==> src/rtl/store_buf_pkg.sv <==
package store_buf_pkg;
  // Strobes from control to datapath for one cycle
  typedef struct packed {
    logic push;     // append incoming store at tail
    logic pop;      // retire head entry to memory
    logic rdToMem;  // memory port carries a read this cycle
  } bufStrobes_t;
endpackage

==> src/rtl/store_buf_datapath.sv <==
module store_buf_datapath
  import store_buf_pkg::*;
#(
  parameter int DEPTH = 4,
  parameter int AW    = 32,
  parameter int DW    = 32
) (
  input  logic              clk,
  input  logic              rstN,
  input  bufStrobes_t       strb,
  input  logic [AW-1:0]     wrAddr,
  input  logic [DW-1:0]     wrData,
  input  logic [AW-1:0]     rdAddr,
  input  logic [DW-1:0]     memRdata,
  output logic              full,
  output logic              empty,
  output logic              rdHit,
  output logic [DW-1:0]     rdData,
  output logic [AW-1:0]     memAddr,
  output logic [DW-1:0]     memWdata
);
  localparam int PTRW = (DEPTH > 1) ? $clog2(DEPTH) : 1;
  localparam int CNTW = $clog2(DEPTH + 1);

  logic [AW-1:0]   addrQ [DEPTH];
  logic [DW-1:0]   dataQ [DEPTH];
  logic [DEPTH-1:0] vld;
  logic [PTRW-1:0] headPtr, tailPtr;
  logic [CNTW-1:0] count;
  logic [DEPTH-1:0] matchVec;
  logic [DW-1:0]   hitData;

  assign full  = (count == CNTW'(DEPTH));
  assign empty = (count == '0);

  // Per-slot address compare against the incoming read
  for (genvar i = 0; i < DEPTH; i++) begin : g_cmp
    assign matchVec[i] = vld[i] && (addrQ[i] == rdAddr);
  end

  // Walk from oldest to youngest; the last match seen wins
  always_comb begin
    rdHit   = 1'b0;
    hitData = '0;
    for (int k = 0; k < DEPTH; k++) begin
      logic [PTRW-1:0] slot;
      slot = headPtr + PTRW'(k);
      if (matchVec[slot]) begin
        rdHit   = 1'b1;
        hitData = dataQ[slot];
      end
    end
  end

  assign rdData   = rdHit ? hitData : memRdata;
  assign memAddr  = strb.rdToMem ? rdAddr : addrQ[headPtr];
  assign memWdata = dataQ[headPtr];

  always_ff @(posedge clk) begin
    if (!rstN) begin
      vld     <= '0;
      headPtr <= '0;
      tailPtr <= '0;
      count   <= '0;
    end else begin
      if (strb.pop) begin
        vld[headPtr] <= 1'b0;
        headPtr      <= headPtr + 1'b1;
      end
      if (strb.push) begin
        vld[tailPtr] <= 1'b1;
        tailPtr      <= tailPtr + 1'b1;
      end
      count <= count + CNTW'(strb.push) - CNTW'(strb.pop);
    end
  end

  always_ff @(posedge clk) begin
    if (strb.push) begin
      addrQ[tailPtr] <= wrAddr;
      dataQ[tailPtr] <= wrData;
    end
  end


  no_overflow_chk: assert property (@(posedge clk) disable iff (!rstN)
    strb.push |-> !full);


  no_underflow_chk: assert property (@(posedge clk) disable iff (!rstN)
    strb.pop |-> !empty);


  valid_count_chk: assert property (@(posedge clk) disable iff (!rstN)
    $countones(vld) == int'(count));


  count_step_chk: assert property (@(posedge clk) disable iff (!rstN)
    (strb.push && !strb.pop) |=> (count == $past(count) + 1'b1));


  head_hold_chk: assert property (@(posedge clk) disable iff (!rstN)
    (!strb.pop && !empty && !strb.push) |=> $stable(headPtr) && $stable(count));
endmodule

==> src/rtl/store_buf_ctrl.sv <==
module store_buf_ctrl
  import store_buf_pkg::*;
(
  input  logic        clk,
  input  logic        rstN,
  input  logic        wrValid,
  input  logic        rdValid,
  input  logic        memReady,
  input  logic        full,
  input  logic        empty,
  input  logic        rdHit,
  output bufStrobes_t strb,
  output logic        wrStall,
  output logic        memValid,
  output logic        memWrite,
  output logic        rdDone
);
  // Reads that miss the buffer own the port; otherwise the head drains
  always_comb begin
    strb.rdToMem = rdValid && !rdHit;
    strb.push    = wrValid && !full;
    strb.pop     = !strb.rdToMem && !empty && memReady;
  end

  assign wrStall  = full;
  assign memValid = strb.rdToMem || !empty;
  assign memWrite = !strb.rdToMem;
  assign rdDone   = rdValid && (rdHit || memReady);


  read_priority_chk: assert property (@(posedge clk) disable iff (!rstN)
    (rdValid && !rdHit) |-> (memValid && !memWrite && !strb.pop));


  hit_no_memread_chk: assert property (@(posedge clk) disable iff (!rstN)
    (rdValid && rdHit) |-> (rdDone && !(memValid && !memWrite)));


  drain_when_free_chk: assert property (@(posedge clk) disable iff (!rstN)
    (memValid && memWrite && memReady) |-> strb.pop);


  idle_port_chk: assert property (@(posedge clk) disable iff (!rstN)
    (empty && !rdValid) |-> !memValid);
endmodule

==> src/rtl/store_drain_buffer.sv <==
module store_drain_buffer
  import store_buf_pkg::*;
#(
  parameter int DEPTH = 4,
  parameter int AW    = 32,
  parameter int DW    = 32
) (
  input  logic          clk,
  input  logic          rstN,
  input  logic          wrValid,
  input  logic [AW-1:0] wrAddr,
  input  logic [DW-1:0] wrData,
  output logic          wrStall,
  input  logic          rdValid,
  input  logic [AW-1:0] rdAddr,
  output logic          rdDone,
  output logic [DW-1:0] rdData,
  output logic          memValid,
  output logic          memWrite,
  output logic [AW-1:0] memAddr,
  output logic [DW-1:0] memWdata,
  input  logic          memReady,
  input  logic [DW-1:0] memRdata,
  output logic          bufEmpty
);
  bufStrobes_t strb;
  logic full, empty, rdHit;

  store_buf_ctrl u_ctrl (
    .clk(clk), .rstN(rstN), .wrValid(wrValid), .rdValid(rdValid),
    .memReady(memReady), .full(full), .empty(empty), .rdHit(rdHit),
    .strb(strb), .wrStall(wrStall), .memValid(memValid),
    .memWrite(memWrite), .rdDone(rdDone)
  );

  store_buf_datapath #(.DEPTH(DEPTH), .AW(AW), .DW(DW)) u_dp (
    .clk(clk), .rstN(rstN), .strb(strb), .wrAddr(wrAddr), .wrData(wrData),
    .rdAddr(rdAddr), .memRdata(memRdata), .full(full), .empty(empty),
    .rdHit(rdHit), .rdData(rdData), .memAddr(memAddr), .memWdata(memWdata)
  );

  assign bufEmpty = empty;
endmodule

==> config.mk <==
export PLATFORM = sky130hd
export DESIGN_NAME = store_drain_buffer
export DESIGN_NICKNAME = d
export VERILOG_FILES = /design/src/rtl/store_buf_pkg.sv /design/src/rtl/store_buf_datapath.sv /design/src/rtl/store_buf_ctrl.sv /design/src/rtl/store_drain_buffer.sv
export SDC_FILE = /design/constraint.sdc
export NUM_CORES = 1
export LEC_CHECK = 0
export BUFFER_PORTS_ARGS = -buffer_cell sky130_fd_sc_hd__buf_2
export CAP_MARGIN = 20
export CELL_PAD_IN_SITES_DETAIL_PLACEMENT = 1
export CELL_PAD_IN_SITES_GLOBAL_PLACEMENT = 1
export CORE_AREA = 2 2 255 257
export CTS_CLUSTER_SIZE = 10
export DETAILED_ROUTE_END_ITERATION = 10
export DIE_AREA = 0 0 257 259
export PLACE_DENSITY = 0.45
export SLEW_MARGIN = 20
export SYNTH_ARGS = -nofsm -noshare
export SYNTH_HDL_FRONTEND = slang
export SYNTH_SLANG_ARGS = --single-unit
==> constraint.sdc <==
create_clock -name clk -period 9.7 [get_ports clk]
set_input_delay 0.485 -clock clk [delete_from_list [all_inputs] [get_ports clk]]
set_output_delay 0.485 -clock clk [all_outputs]
set_load 0.02 [all_outputs]
==> results.py <==
metrics = {
    "routing": {
        "drt-initial-drc-count": 875,
        "drc": 0,
        "ant_nets": 0,
        "via_per_inst": 5.18,
        "wl_per_cell_um": 28.0,
        "wl_mm": 61.7,
        "vias": 11400,
        "drtPass1Iterations": 5,
    },
    "critical_path": {
        "cp_max_fo": 51,
        "max_stage_delay_ns": 0.83,
        "critPathLaunchType": "flop",
        "crit_arrival_ns": 4.87,
        "worstPathRequired_ns": 9.22,
        "setup.worst_path.class": "reg2out",
        "slowest_stage": "dfxtp_4",
        "cpMostUsedCell": "clkinv_1",
        "path_cells": "clkinv_1, ha_1, clkinv_1, nor3_2, buf_4, o21ai_1, o211a_1, o31ai_1, buf_2",
        "end_kind": "primary output",
    },
    "grt": {
        "grt_antenna_before_repair": 7,
        "grt_max_degree": 64,
        "grt_pass1_wl_mm": 88.3,
        "grt_pass1_vias": 12300,
        "grt_usage": 0.182,
        "globalRouteOverflowTotal": 0,
    },
    "sta": {
        "hold_violations": 0,
        "rsz0062_at_grt": "no",
        "drv_slew": 0,
        "fin_crit_sh": 0.552,
        "slew_headroom": 0.326,
        "setup_viol": 0,
        "fmax_ghz": 0.187,
        "fin_skew_ns": 0.0109,
        "layout_min_cycle_time_ns": 5.35,
        "tightestPinTransition_ns": 1.01,
        "hold_ws_ns": 0.173,
        "fin_setup_tns_ns": 0,
        "setup_ws_ns": 4.35,
    },
    "worst_hold_path": {
        "min_path_type": "in2reg",
    },
    "floorplanning": {
        "io_pins": 234,
        "die-area_um2": 66600,
        "start_util": 0.248,
        "die_y_um": 259,
        "coreArea_um2": 63900,
        "die_x_um": 257,
        "num_rows": 93,
    },
    "clock_network": {
        "cts-resized-gates": 0,
        "numCtsBuffers": 36,
        "ctsHtreeMaxLevel": 2,
        "numClockSinks": 269,
        "root_buffer": "clkbuf_16",
        "clockBufferDepth": 3,
        "post_cts_buffers": 0,
        "insertion_delay_ns": 0.53,
        "path_clk_slew_ns": 0.05,
        "cts_tree": "built",
        "cts_hold_repair.buffers": 0,
    },
    "synth": {
        "synth_edf_count": 256,
        "synth_commonest_cells": "edfxtp_1 (256), mux2_2 (97), mux4_2 (96)",
        "yosysTopAreaCell": "edfxtp_1",
        "syn_nets": 1288,
        "ys_ff_latch": 269,
        "synth-async-reset-ratio": 0,
        "yosys_warnings": 0,
        "ys_types": 59,
        "synth.avg_cell_area_um2": 13.8,
        "synth_most_common_cell": "edfxtp_1",
        "syn_area_um2": 15900,
        "seq_area_frac_synth": 0.501,
        "synth.top_cell.area_share": 0.485,
        "ys.flop_type": "edfxtp_1",
        "syn_inst": 1145,
        "synth_area_leaders": "edfxtp_1 (48%), mux4_2 (14%), mux2_2 (6.9%)",
    },
    "place": {
        "dp.cells": 2151,
        "port-buffer-count": 233,
        "dp_hpwl_mm": 42.4,
        "place_ws_ns": 4.54,
        "gp_congestion": 0.897,
    },
    "finish": {
        "fin_cells": 2207,
        "final_nets": 1477,
        "post-route-util": 0.295,
        "layout-drive-gt1-share": 0.383,
        "area_delta_synth_final_pct": 18.9,
    },
    "outcome": {
        "outcome": "finished clean",
    },
    "run": {
        "drv_cap": 0,
    },
    "pwr": {
        "ir_worst_vdd_mv": 0.0932,
        "p_leak_nw": 5.99,
        "power.density_nw_per_um2": 195,
    },
}
[flip-flops by register name, indices dropped and copies added, names as in the netlist, named ones only]
name / count
u_dp.addrQ: 128
u_dp.dataQ: 128
u_dp.vld: 4
u_dp.count: 3
u_dp.headPtr: 2
u_dp.tailPtr: 2
[per-stage QoR]
step | power [W] | cell area [um2]
2_1_floorplan | 0.00213 | 15900
3_3_place_gp | 0.00250 | 17800
3_5_place_dp | 0.00250 | 17800
4_1_cts | 0.00375 | 18900
5_1_grt | 0.00384 | 18900
6_report | 0.00369 | 18900
[placed cells by master (no fill, tap or decap), drive strengths merged, types with 9 or more instances in the layout]
cell type and instances:
ha 9, nand4 41, o211ai 25, nand3 12, nor4 25, buf 253, a311o 25, xnor2 96
inv 13, nor3 34, a221oi 32, xor2 35, clkinv 14, nor2 14, dfxtp 13, mux4 96
clkbuf 45, nand2 60, a22oi 25, mux2 97, and2 36, edfxtp 256
[per-layer routing]
metal | GRT usage | vias up | share of wire
li1 | - | 4973 | -
met1 | 0.224 | 5930 | 0.41
met2 | 0.324 | 414 | 0.51
met3 | 0.0252 | 102 | 0.051
met4 | 0.0641 | 4 | 0.033
met5 | 0 | - | 0.00045
[logic make-up (layout without fill, tap and decap cells)]
group / Yosys count / count (layout) / synth area share
other: 0 / 1 / 0
flip-flops: 269 / 269 / 0.501
adder cells (fa/ha/maj): 10 / 10 / 0.00836
XOR/XNOR: 131 / 131 / 0.0752
multiplexers: 198 / 198 / 0.208
buffers and inverters: 121 / 327 / 0.0344
AND/OR/NAND/NOR: 267 / 267 / 0.0946
AO/OA/AOI/OAI: 149 / 149 / 0.0778
[area by class of cell]
class,count,area (um2)
Clock inverter,10,92.6
Antenna cell,1,2.50
Timing Repair Buffer,253,1320
Sequential cell,269,7960
Tap cell,855,1070
Clock buffer,45,956
Multi-Input combinational cell,755,7390
Fill cell,6861,45000
Inverter,19,76.3
[critical path: cells and delay by family, from the launching register on]
| kind | cells | cell delay (ns) |
|---|---|---|
| buffers and inverters | 4 | 1.58 |
| AOI/OAI and AO/OA | 3 | 0.84 |
| DFF | 1 | 0.83 |
| adders and majority gates | 1 | 0.82 |
| and+or+nand+nor | 1 | 0.25 |
[path summary, 6_finish.rpt]
kind                                     start                      endpoint  slack [ns]  depth (start not counted)
hold / removal                       wrData[0]    u_dp.dataQ[1][0]$_DFFE_PP_        0.17                          1
setup reg to reg    u_dp.addrQ[2][9]$_DFFE_PP_      u_dp.count[1]$_SDFF_PN0_        4.87                         13
hold reg to reg   u_dp.tailPtr[1]$_SDFFE_PN0P_  u_dp.tailPtr[1]$_SDFFE_PN0P_        0.58                          2
setup / recovery  u_dp.headPtr[0]$_SDFFE_PN0P_                    rdData[13]        4.35                          9
[report_power, final]
part	leakage, nW	switching [W]	internal [W]
logic	3.02	0.000573	0.000375
registers	2.45	0.000103	0.00141
clock network	0.511	0.000482	0.000739
Note: power is estimated with default switching activity, not from simulation.
